`src/rtl/lfc_pkg.sv`:
```
package lfc_pkg;
  typedef enum logic {
    ST_IDLE = 1'b0,
    ST_BEAT = 1'b1
  } fill_st_e;
endpackage

```
`src/rtl/lfc_trigger.sv`:
```
module lfc_trigger #(
  parameter int WORDS = 4
) (
  input  logic             is_insn,
  input  logic             tag_hit,
  input  logic [WORDS-1:0] line_valid,
  input  logic             icache_en,
  input  logic             iburst_en,
  input  logic             dcache_en,
  input  logic             dburst_en,
  output logic             cache_on,
  output logic             burst_want
);
  logic burst_on;
  logic line_empty;

  always_comb begin
    cache_on   = is_insn ? icache_en : dcache_en;
    burst_on   = is_insn ? iburst_en : dburst_en;
    line_empty = ~|line_valid;
    burst_want = cache_on & burst_on & (~tag_hit | line_empty);
  end
endmodule

```
`src/rtl/lfc_beat_seq.sv`:
```
module lfc_beat_seq
  import lfc_pkg::*;
#(
  parameter int ADDR_W = 32,
  parameter int WORDS  = 4
) (
  input  logic                     clk,
  input  logic                     rst_n,
  input  logic                     start,
  input  logic [ADDR_W-1:0]        start_addr,
  input  logic                     burst_want,
  input  logic                     cache_on,
  input  logic                     sync_done,
  input  logic                     async_done,
  input  logic                     burst_ack,
  input  logic                     inhibit,
  input  logic                     bus_err,
  output logic                     busy,
  output logic [ADDR_W-1:0]        bus_addr,
  output logic                     burst_req,
  output logic                     first_beat,
  output logic                     fill_cache,
  output logic [$clog2(WORDS)-1:0] idx,
  output logic                     beat_end,
  output logic                     beat_ok,
  output logic                     beat_err
);
  localparam int IDX_W  = $clog2(WORDS);
  localparam int BASE_W = ADDR_W - IDX_W - 2;
  localparam logic [IDX_W-1:0] LAST_CNT = IDX_W'(WORDS - 1);

  fill_st_e          state;
  logic [BASE_W-1:0] base;
  logic [IDX_W-1:0]  cnt;
  logic              first;
  logic              burst_go;
  logic              cont;

  always_comb begin
    busy       = (state == ST_BEAT);
    first_beat = busy & first;
    burst_req  = first_beat & burst_go;
    bus_addr   = busy ? {base, idx, 2'b00} : '0;
    beat_end   = busy & (sync_done | async_done | bus_err);
    beat_err   = busy & bus_err;
    beat_ok    = beat_end & ~bus_err & ~inhibit;
    cont       = beat_ok & sync_done &
                 (first ? (burst_go & burst_ack) : (cnt != LAST_CNT));
  end

  always_ff @(posedge clk) begin
    if (!rst_n) begin
      state      <= ST_IDLE;
      base       <= '0;
      idx        <= '0;
      cnt        <= '0;
      first      <= 1'b0;
      burst_go   <= 1'b0;
      fill_cache <= 1'b0;
    end else if (state == ST_IDLE) begin
      if (start) begin
        state      <= ST_BEAT;
        base       <= start_addr[ADDR_W-1:IDX_W+2];
        idx        <= start_addr[IDX_W+1:2];
        cnt        <= '0;
        first      <= 1'b1;
        burst_go   <= burst_want;
        fill_cache <= cache_on;
      end
    end else if (beat_end) begin
      if (cont) begin
        idx   <= idx + 1'b1;
        cnt   <= cnt + 1'b1;
        first <= 1'b0;
      end else begin
        state <= ST_IDLE;
        first <= 1'b0;
      end
    end
  end
endmodule

```
`src/rtl/lfc_resp.sv`:
```
module lfc_resp #(
  parameter int DATA_W = 32
) (
  input  logic              clk,
  input  logic              rst_n,
  input  logic              load,
  input  logic [DATA_W-1:0] load_data,
  input  logic              load_err,
  input  logic              rsp_ready,
  output logic              rsp_valid,
  output logic [DATA_W-1:0] rsp_data,
  output logic              rsp_err
);
  always_ff @(posedge clk) begin
    if (!rst_n) begin
      rsp_valid <= 1'b0;
      rsp_data  <= '0;
      rsp_err   <= 1'b0;
    end else if (load) begin
      rsp_valid <= 1'b1;
      rsp_data  <= load_data;
      rsp_err   <= load_err;
    end else if (rsp_valid && rsp_ready) begin
      rsp_valid <= 1'b0;
    end
  end
endmodule

```
`src/rtl/line_fill_ctrl.sv`:
```
module line_fill_ctrl #(
  parameter int ADDR_W = 32,
  parameter int DATA_W = 32,
  parameter int WORDS  = 4,
  parameter int IDX_W  = $clog2(WORDS)
) (
  input  logic              clk,
  input  logic              rst_n,
  input  logic              icache_en,
  input  logic              iburst_en,
  input  logic              dcache_en,
  input  logic              dburst_en,
  input  logic              req_valid,
  output logic              req_ready,
  input  logic [ADDR_W-1:0] req_addr,
  input  logic              req_is_insn,
  input  logic              req_tag_hit,
  input  logic [WORDS-1:0]  req_line_valid,
  output logic              tag_wr,
  output logic              bus_req,
  output logic [ADDR_W-1:0] bus_addr,
  output logic              burst_req,
  input  logic              bus_sync_done,
  input  logic              bus_async_done,
  input  logic              bus_burst_ack,
  input  logic              bus_inhibit,
  input  logic              bus_err,
  input  logic [DATA_W-1:0] bus_rdata,
  output logic              line_wr_en,
  output logic [IDX_W-1:0]  line_wr_idx,
  output logic              line_wr_valid,
  output logic [DATA_W-1:0] line_wr_data,
  output logic              rsp_valid,
  input  logic              rsp_ready,
  output logic [DATA_W-1:0] rsp_data,
  output logic              rsp_err
);
  logic             cache_on;
  logic             burst_want;
  logic             accept;
  logic             busy;
  logic             first_beat;
  logic             fill_cache;
  logic [IDX_W-1:0] idx;
  logic             beat_end;
  logic             beat_ok;
  logic             beat_err;

  lfc_trigger #(.WORDS(WORDS)) i_trigger (
    .is_insn    (req_is_insn),
    .tag_hit    (req_tag_hit),
    .line_valid (req_line_valid),
    .icache_en  (icache_en),
    .iburst_en  (iburst_en),
    .dcache_en  (dcache_en),
    .dburst_en  (dburst_en),
    .cache_on   (cache_on),
    .burst_want (burst_want)
  );

  always_comb begin
    req_ready = ~busy & ~rsp_valid;
    accept    = req_valid & req_ready;
    tag_wr    = accept & cache_on & ~req_tag_hit;
  end

  lfc_beat_seq #(.ADDR_W(ADDR_W), .WORDS(WORDS)) i_seq (
    .clk        (clk),
    .rst_n      (rst_n),
    .start      (accept),
    .start_addr (req_addr),
    .burst_want (burst_want),
    .cache_on   (cache_on),
    .sync_done  (bus_sync_done),
    .async_done (bus_async_done),
    .burst_ack  (bus_burst_ack),
    .inhibit    (bus_inhibit),
    .bus_err    (bus_err),
    .busy       (busy),
    .bus_addr   (bus_addr),
    .burst_req  (burst_req),
    .first_beat (first_beat),
    .fill_cache (fill_cache),
    .idx        (idx),
    .beat_end   (beat_end),
    .beat_ok    (beat_ok),
    .beat_err   (beat_err)
  );

  always_comb begin
    bus_req       = busy;
    line_wr_en    = fill_cache & (beat_ok | beat_err);
    line_wr_idx   = idx;
    line_wr_valid = ~beat_err;
    line_wr_data  = bus_rdata;
  end

  lfc_resp #(.DATA_W(DATA_W)) i_resp (
    .clk       (clk),
    .rst_n     (rst_n),
    .load      (first_beat & beat_end),
    .load_data (bus_rdata),
    .load_err  (beat_err),
    .rsp_ready (rsp_ready),
    .rsp_valid (rsp_valid),
    .rsp_data  (rsp_data),
    .rsp_err   (rsp_err)
  );
endmodule

```
`config.mk`:
```
export PLATFORM = sky130hd
export DESIGN_NAME = line_fill_ctrl
export DESIGN_NICKNAME = d
export VERILOG_FILES = /design/src/rtl/lfc_pkg.sv /design/src/rtl/lfc_trigger.sv /design/src/rtl/lfc_beat_seq.sv /design/src/rtl/lfc_resp.sv /design/src/rtl/line_fill_ctrl.sv
export SDC_FILE = /design/constraint.sdc
export NUM_CORES = 1
export LEC_CHECK = 0
export BUFFER_PORTS_ARGS = -buffer_cell sky130_fd_sc_hd__buf_2
export CORE_MARGIN = 4
export CORE_UTILIZATION = 39
export DETAILED_ROUTE_END_ITERATION = 16
export PLACE_DENSITY = 0.77
export SLEW_MARGIN = 5
export SYNTH_ARGS = -nofsm -noshare
export SYNTH_HDL_FRONTEND = slang
export SYNTH_SLANG_ARGS = --single-unit
```
`constraint.sdc`:
```
create_clock -name clk -period 1.3 [get_ports clk]
set_input_delay 0.26 -clock clk [delete_from_list [all_inputs] [get_ports clk]]
set_output_delay 0.26 -clock clk [all_outputs]
set_load 0.02 [all_outputs]
```
==> run summary, run 1 <==
Seq/Total Area, Yosys: 45.3%
register bit count reported by yosys: 70
CTS Root Cell: clkbuf_8
R2R cell count: 7
average routed wire per standard cell: 13.9 um
cell taking the most area after synthesis: dfxtp_1
hold buffers post-CTS: 0
Post-Route Setup TNS: -6150 ps
worst slack, placed: -129 ps
Die H: 97.1 um
largest net degree at the start of global routing: 40
Port Buffer Count: 184
first-pass GRT wire length: 13.7 mm
Post-Syn Area per Cell: 7.84 um2
CP Max Fanout: 7
post-route setup slack: -216 ps
clk sink count: 70
initial DRC count: 75
post-route cell area: 4550 um2
Initial Util: 40.1%
I/O pins: 189
DRC Markers: 0
Post-synth ARST share: 0%
antenna violations before repair: 0
Post-Route WL: 9.29 mm
final count of hold timing violations: 0
Gate power share: 17.7%
Clock Latency Late Sink: 340 ps
critical path depth: 5
Floorplan Core Area: 7730 um2
fin crit share: 117%
WP buf/inv: 1
Slew Limit Fails: 0
Post-synth EDFFs: 0
kind of critical path: register to output port
CP max stage delay: 390 ps
leakage: 2.16 nW
Distinct cells, synth: 38
crit path to: tag_wr
Reg power frac: 44.0%
Detail Route Antenna Nets: 0
Vias: 3219
critical path arrival: 1260 ps
ranking of synthesized cells by area: dfxtp_1 (45%), nand2_1 (15%), a21oi_1 (11%), buf_4 (9.2%), and2_1 (6.3%)
Synth top area share: 45.3%
RR Endpoint: i_seq.base[13]$_SDFFE_PN0P_
Peak supply drop: 0.597 mV
fin cells: 667
Worst Setup SP: i_seq.busy$_SDFF_PN0_
worst reg2reg startpoint: i_seq.busy$_SDFF_PN0_
Placed Area: 3930 um2
clock power share: 38.3%
multi-input logic area: 1420 um2
status: finished, violations left
Main synth FF type: dfxtp_1
Fillers: 711
Row Count: 32
cell count after placement: 637
Psw: 0.00139 W
clock transition at the registers of the reported paths: 80 ps
via/cell ratio: 4.83
hold crit path type: input port to register
H-tree levels: 3
crit-path cells: nor2_4 -> and2_4 -> nand2_4 -> nor2_4 -> buf_6
share of layout cells above drive strength 1: 49.7%
cts bufs inserted: 9
Final HPWL DP: 6.25 mm
failing checks: negative setup slack
post-synthesis instance total: 395
Die Wd: 97.1 um
max_cap viols: 0
PD cells: 1150 nW/um2
Top Family by Delay on Critical Path: simple AND/OR/NAND/NOR gates
Synth warnings: 0
Fin Clk Skew: 12.1 ps
fmax: 660 MHz
Final Critical Period: 1520 ps
nets@finish: 644
worst-case clock buffer depth: 2
R2R setup slack: 20 ps
routability cong.: 0.819
CTS tree: built
switching portion of total power: 26.7%
Critical Path Sink Type: output port
cell repeated most along the worst path: nor2_4
final setup fails: 35
die area: 9430 um2
critical path launch point type: register
RSZ-0062 raised after global routing: true
cell area after synthesis: 3100 um2
Slowest-stage cell, CP: dfxtp_4
Reg area: 1410 um2
drt pass-1 iters: 4
number of global-route vias before repair: 3038
total grt overflow: 0
CP required: 1040 ps
ANT cells: 0
Total GRT Usage: 17.5%
internal power: 0.00382 W
Area Overhead vs Synth: 47.0%
-- power groups by stage --
stage	Sequential (W)	Combinational, W	Clock (W)
after floorplan	0.00237	0.000493	0
after global placement	0.00234	0.000759	0
after detailed placement	0.00234	0.000773	0
after CTS	0.00230	0.000830	0.00206
after global routing	0.00230	0.00100	0.00217
final	0.00229	0.000922	0.00200
-- worst min-delay path: cells and delay by family --
family                 cells  cell delay (ps)
AO/OA/AOI/OAI              1               50
AND/OR/NAND/NOR            1               40
buffers and inverters      1               90
-- cells by family (layout without fill, tap and decap cells) --
kind of cell,after synthesis,count (layout),synth area share (%)
buf+inv,62,229,13.3
simple gates,182,184,26.6
flops,70,70,45.3
xor+xnor,1,1,0.283
mux,2,2,0.687
other cells,1,2,0.121
fa+ha+maj,1,1,0.404
compound gates,76,76,13.3
-- final cells by class --
type / count / share of cell area (%)
Clock buffer: 11 / 3.33
Clock inverter: 5 / 1.79
Inverter: 2 / 0.165
Multi-Input combinational cell: 266 / 31.3
Sequential cell: 70 / 31.0
Tap cell: 102 / 2.81
Timing Repair Buffer: 211 / 29.6
-- Yosys cell counts, drive strengths merged (2+ instances only) --
cell type and number:
dfxtp 70, nand2 130, inv 2, clkbuf 11, buf 49, nand3 5
and3 3, nor2 8, a21oi 66, and2 31
-- cells in the final DEF (no fill, tap or decap), drive strengths merged, types with 2 or more instances in the layout --
master	n
buf	209
nand2	130
dfxtp	70
a21oi	66
and2	31
clkbuf	13
nor2	8
nand3	5
and3	5
conb	2
bufinv	2
inv	2
clkinv	2
-- per-stage QoR --
stage	total power (W)	util, %	hold WS [ps]
finish	0.00521	58.9	145
global route	0.00547	58.9	133
CTS	0.00519	56.7	127
detailed placement	0.00312	50.9	442
global placement	0.00310	50.9	438
floorplan	0.00286	-	387
-- flip-flops by register name, indices dropped and copies added (netlist names) --
name	cells
i_resp.rsp_data	32
i_seq.base	28
i_seq.cnt	2
i_seq.idx	2
i_resp.rsp_err	1
i_resp.rsp_valid	1
i_seq.burst_go	1
i_seq.busy	1
i_seq.fill_cache	1
i_seq.first	1
-- worst min-delay path by stage --
stage | slack (ps) | endpoint | start | depth (start not counted)
finish | 140 | i_seq.base[24]$_SDFFE_PN0P_ | req_addr[28] | 3
global route | 130 | i_seq.base[24]$_SDFFE_PN0P_ | req_addr[28] | 3
global placement | 440 | i_seq.base[10]$_SDFFE_PN0P_ | i_seq.base[10]$_SDFFE_PN0P_ | 2
floorplan | 390 | i_resp.rsp_data[12]$_SDFFE_PN0P_ | bus_rdata[12] | 2
detailed placement | 440 | i_seq.base[25]$_SDFFE_PN0P_ | i_seq.base[25]$_SDFFE_PN0P_ | 2
CTS | 130 | i_seq.base[25]$_SDFFE_PN0P_ | req_addr[29] | 3
-- routing by layer --
layer  vias to the layer above  part of all wire, %  GRT usage [%]
li1                       1578                    -              -
met1                      1467                   38           19.0
met2                       157                   50           29.8
met3                        17                   10           7.90
met4                         0                  1.7           6.48
met5                         -                    0              0
-- timing repair --
item,CTS,global route
setup endpoints to repair,35,74
gates cloned,0,5
buffers inserted,5,4
pin swaps,18,3
gates resized for setup,59,18
Power figures use the tool's default switching activity.
==> run 2: changes to the inputs <==
--- a/config.mk
+++ b/config.mk
@@ -7,9 +7,9 @@
 export LEC_CHECK = 0
 export BUFFER_PORTS_ARGS = -buffer_cell sky130_fd_sc_hd__buf_2
 export CORE_MARGIN = 4
-export CORE_UTILIZATION = 39
+export CORE_UTILIZATION = 35
 export DETAILED_ROUTE_END_ITERATION = 16
-export PLACE_DENSITY = 0.77
+export PLACE_DENSITY = 0.7
 export SLEW_MARGIN = 5
 export SYNTH_ARGS = -nofsm -noshare
 export SYNTH_HDL_FRONTEND = slang
==> run 2 against run 1 <==
Net effect: the flow still finishes with violations (negative setup slack); first-iteration DRC count rose by 20%; clock power fell by 11%; clock-buffer cell count increased by 2; global-route usage is 0.85 points lower; combinational power rose by 19%; sequential share of layout area fell by 3.6 points; die area increased by 10%; final cell count increased by 2.7%; largest power group unchanged; highest routed layer unchanged.
==> run summary, run 2 (synthesized netlist as in run 1, its figures left out) <==
status: finished, violations left
failing checks: negative setup slack
Initial Util: 35.7%
CP required: 1040 ps
H-tree levels: 3
Slew Limit Fails: 0
switching portion of total power: 28.1%
Worst Setup SP: i_seq.busy$_SDFF_PN0_
crit path to: tag_wr
GRT met2 Usage: 27.9%
max_cap viols: 0
CTS tree: built
WP buf/inv: 1
Gate power share: 21.1%
internal power: 0.00374 W
Final Critical Period: 1490 ps
RSZ-0062 raised after global routing: true
post-route setup slack: -191 ps
met3 usage: 7.44%
CP Max Fanout: 6
CP max stage delay: 390 ps
I/O pins: 189
routability cong.: 0.750
Fin Clk Skew: 9.41 ps
Area Overhead vs Synth: 66.0%
kind of critical path: register to output port
GR Layer Usage met1: 19.0%
R2R setup slack: -50 ps
final setup fails: 48
Psw: 0.00146 W
clk sink count: 70
Row Count: 34
share of layout cells above drive strength 1: 61.2%
busiest grt layer: met2
R2R cell count: 6
nets@finish: 656
via/cell ratio: 4.78
Clock Latency Late Sink: 340 ps
Reg power frac: 44.4%
die area: 10400 um2
Largest register FFs: 32
cell repeated most along the worst path: nor2_4
cts bufs inserted: 9
Top reg by flops: i_resp.rsp_data
PD cells: 1010 nW/um2
Total Power: 0.00520 W
Vias: 3276
average routed wire per standard cell: 15.8 um
hold crit path type: input port to register
Port Buffer Count: 184
hold_ws: 153 ps
critical path launch point type: register
initial DRC count: 90
number of global-route vias before repair: 2978
total grt overflow: 0
clock power share: 34.5%
drt pass-1 iters: 4
Top Family by Delay on Critical Path: simple AND/OR/NAND/NOR gates
Fillers: 760
Floorplan Core Area: 8680 um2
Critical Path Sink Type: output port
fin cells: 685
commonest cells after routing, fill and taps aside: buf_2 (154), nand2_1 (84), dfxtp_1 (67)
CTS Root Cell: clkbuf_8
first-pass GRT wire length: 13.8 mm
worst-case clock buffer depth: 2
fmax: 671 MHz
fin crit share: 115%
Final HPWL DP: 6.18 mm
crit-path cells: nor2_4 -> and2_4 -> nand2_4 -> nor2_4 -> buf_6
ANT cells: 0
Peak supply drop: 0.519 mV
Post-Route WL: 10.8 mm
RR Endpoint: i_resp.rsp_err$_SDFFE_PN0P_
DRC Markers: 0
leakage: 2.31 nW
Detail Route Antenna Nets: 0
antenna violations before repair: 0
Die Wd: 102 um
Die H: 102 um
final count of hold timing violations: 0
cell count after placement: 644
clock transition at the registers of the reported paths: 80 ps
Largest regs: i_resp.rsp_data: 32 flops, i_seq.base: 28 flops
commonest non-fill, non-tap cell in the layout: buf_2
largest net degree at the start of global routing: 37
Slowest-stage cell, CP: dfxtp_4
Total GRT Usage: 16.6%
worst reg2reg startpoint: i_seq.busy$_SDFF_PN0_
worst slack, placed: -104 ps
critical path arrival: 1230 ps
critical path depth: 5
## run 2: cell types whose count changed in the layout (fill, tap and decap cells not counted), sizes merged
cell / change
clkbuf: +7
buf: +6
and3: +1
clkinv: -1
bufinv: -1
## run 2: timing repair
item,in CTS,in global routing
pin swaps,28,49
buffers inserted,10,3
gates resized for setup,72,118
cloned,0,12
setup endpoints to repair,43,86
hold buffers,0,0
## run 2: per-layer routing
metal  part of all wire [%]  routed length, um
met5                      0                  0
met4                    1.4                150
met3                    8.8                955
met2                     51               5550
met1                     39               4170
## run 2: cell type report
type / instances / area (um2) / share of cell area (%)
multi-input combinational: 267 / 1760 / 34.3
timing repair buffer: 222 / 1620 / 31.6
sequential: 70 / 1410 / 27.4
clock buffer: 13 / 159 / 3.09
tap: 108 / 135 / 2.63
clock inverter: 3 / 42.5 / 0.828
inverter: 2 / 7.51 / 0.146
## run 2: worst min-delay path by stage
stage | startpoint | endpoint | slack (ps) | cells after the start
floorplan | bus_rdata[12] | i_resp.rsp_data[12]$_SDFFE_PN0P_ | 390 | 2
global placement | i_seq.base[0]$_SDFFE_PN0P_ | i_seq.base[0]$_SDFFE_PN0P_ | 440 | 2
detailed placement | i_seq.base[25]$_SDFFE_PN0P_ | i_seq.base[25]$_SDFFE_PN0P_ | 440 | 2
CTS | req_addr[18] | i_seq.base[14]$_SDFFE_PN0P_ | 140 | 3
global route | req_addr[26] | i_seq.base[22]$_SDFFE_PN0P_ | 130 | 3
finish | req_addr[11] | i_seq.base[7]$_SDFFE_PN0P_ | 150 | 3
## run 2: metrics by stage
stage                     cell area [um2]  setup TNS, ps  utilization [%]
after floorplan                      3160           -730                -
after global placement               3970          -2190             45.8
after detailed placement             3970          -3050             45.8
after CTS                            4470          -9870             51.5
after global routing                 5140         -10300             59.2
final                                5140          -5180             59.2
## run 2: power by group through the flow
stage               Clock (W)  Combinational, W  Sequential (W)
floorplan                   0          0.000493         0.00237
global placement            0          0.000778         0.00234
detailed placement          0          0.000788         0.00234
CTS                   0.00186          0.000881         0.00229
global route          0.00196           0.00118         0.00232
finish                0.00179           0.00110         0.00231
## run 2: tightest hold or removal path, delay by kind of cell
family / cells / cell delay, ps
AOI/OAI and AO/OA: 1 / 50
buffers and inverters: 1 / 90
and+or+nand+nor: 1 / 40
==> run 3: changes to the inputs <==
--- a/config.mk
+++ b/config.mk
@@ -6,11 +6,15 @@
 export NUM_CORES = 1
 export LEC_CHECK = 0
 export BUFFER_PORTS_ARGS = -buffer_cell sky130_fd_sc_hd__buf_2
+export CELL_PAD_IN_SITES_DETAIL_PLACEMENT = 1
+export CELL_PAD_IN_SITES_GLOBAL_PLACEMENT = 2
+export CORE_ASPECT_RATIO = 0.75
 export CORE_MARGIN = 4
-export CORE_UTILIZATION = 35
+export CORE_UTILIZATION = 20
 export DETAILED_ROUTE_END_ITERATION = 16
-export PLACE_DENSITY = 0.7
+export PLACE_DENSITY_LB_ADDON = 0.1
 export SLEW_MARGIN = 5
 export SYNTH_ARGS = -nofsm -noshare
 export SYNTH_HDL_FRONTEND = slang
 export SYNTH_SLANG_ARGS = --single-unit
+export TNS_END_PERCENT = 100
==> run 3 against run 2 <==
Net effect: the flow still finishes with violations (negative setup slack); combinational power fell by 14%; clock skew is 2.6 ps lower; critical path type unchanged; worst hold slack improved by 12 ps; register-to-register slack improved by 90 ps; non-clock buffer count shrank 13; sequential power about the same; global-route usage shrank 4.3 points; sequential share of layout area increased by 2.2 points; clock-buffer cell count is 1 lower; largest power group is now clock; total power up 8.7%.
==> run summary, run 3 (synthesized netlist as in run 1, its figures left out) <==
status: finished, violations left
failing checks: negative setup slack
Floorplan Core Area: 15200 um2
CP Max Fanout: 20
via/cell ratio: 4.07
ANT cells: 0
nets@finish: 641
multi-input logic area: 1410 um2
final setup fails: 35
kind of critical path: register to output port
drt pass-1 iters: 4
cts bufs inserted: 9
Slowest-stage cell, CP: dfxtp_4
leakage: 2.18 nW
post-route setup slack: -191 ps
Initial Util: 20.4%
Die Wd: 152 um
Placed Area: 4130 um2
Post-Route Setup TNS: -4820 ps
clk sink count: 70
CTS tree: built
CTS Root Cell: clkbuf_16
commonest non-fill, non-tap cell in the layout: buf_2
number of global-route vias before repair: 3066
Final Critical Period: 1490 ps
fin crit share: 115%
share of layout cells above drive strength 1: 48.2%
Row Count: 39
Fillers: 1855
Fin Clk Skew: 6.82 ps
die area: 17600 um2
worst-case clock buffer depth: 2
CP max stage delay: 380 ps
Port Buffer Count: 184
Post-Route WL: 11.5 mm
routability cong.: 0.702
Peak supply drop: 0.553 mV
Die H: 116 um
Reg area: 1410 um2
crit-path cells: buf_12 -> and2_2 -> buf_4
commonest cells after routing, fill and taps aside: buf_2 (159), nand2_1 (120), dfxtp_1 (65)
Total GRT Usage: 12.3%
Area Overhead vs Synth: 54.0%
largest net degree at the start of global routing: 36
Critical Path Sink Type: output port
critical path arrival: 1230 ps
Vias: 3121
fmax: 671 MHz
H-tree levels: 3
hold crit path type: input port to register
WP buf/inv: 2
Largest register FFs: 32
Clock Latency Late Sink: 330 ps
PD cells: 1190 nW/um2
post-route cell area: 4770 um2
Largest regs: i_resp.rsp_data: 32 flops, i_seq.base: 28 flops
clock transition at the registers of the reported paths: 60 ps
Slew Limit Fails: 0
Top reg by flops: i_resp.rsp_data
average routed wire per standard cell: 15.0 um
CP required: 1040 ps
max_cap viols: 0
RSZ-0062 raised after global routing: true
antenna violations before repair: 1
final count of hold timing violations: 0
critical path launch point type: register
total grt overflow: 0
Detail Route Antenna Nets: 0
DRC Markers: 0
first-pass GRT wire length: 16.4 mm
Final HPWL DP: 8.07 mm
I/O pins: 189
initial DRC count: 58
Top Family by Delay on Critical Path: flip-flops
## run 3: metrics by stage
step           util [%]  setup WS [ps]  std cells  hold WS, ps  power [W]
3_3_place_gp       27.2          -97.6        742          438    0.00317
3_5_place_dp       27.2           -111        742          442    0.00319
5_1_grt            31.4           -226        767          157    0.00594
6_report           31.4           -191        767          165    0.00565
2_1_floorplan         -          -96.8        396          387    0.00286
4_1_cts            29.8           -198        763          153    0.00568
## run 3: timing repair
item / 4_1_cts / 5_1_grt
resized for setup: 25 / 56
gates cloned: 1 / 2
setup endpoints to repair: 69 / 64
hold buffers: 0 / 0
setup buffers: 4 / 3
pin swaps: 5 / 4
## run 3: report_power, final
| part | internal, W | switching [W] | leakage [nW] |
|---|---|---|---|
| combinational | 0.000418 | 0.000531 | 1.47 |
| clock | 0.00148 | 0.000916 | 0.137 |
| sequential | 0.00224 | 0.0000620 | 0.573 |
## run 3: layer usage
layer / vias up / wire length, um / GRT usage, %
met5: - / 7 / 0
met4: 2 / 108 / 2.87
met3: 10 / 966 / 4.73
met2: 103 / 5300 / 20.3
met1: 1434 / 5090 / 15.2
li1: 1572 / - / -
## run 3: worst min-delay path, stage by stage
cell,delay [ps]
buf_2,90
nand2_1,40
a21oi_1,50
## run 3: path summary, 6_finish.rpt
| kind | start | endpoint | slack, ps | depth (start not counted) |
|---|---|---|---|---|
| worst max-delay path | i_seq.busy$_SDFF_PN0_ | bus_addr[18] | -190 | 3 |
| worst min-delay path | req_addr[5] | i_seq.base[1]$_SDFFE_PN0P_ | 160 | 3 |
| worst max register to register | i_seq.busy$_SDFF_PN0_ | i_seq.base[21]$_SDFFE_PN0P_ | 40 | 7 |
| worst min register to register | i_seq.base[2]$_SDFFE_PN0P_ | i_seq.base[2]$_SDFFE_PN0P_ | 450 | 2 |
## run 3: cell type report
cell class	instances	share of cell area [%]
Sequential cell	70	29.6
Multi-Input combinational cell	265	29.5
Timing Repair Buffer	209	29.3
Tap cell	205	5.38
Clock buffer	12	4.96
Clock inverter	4	0.998
Inverter	2	0.158
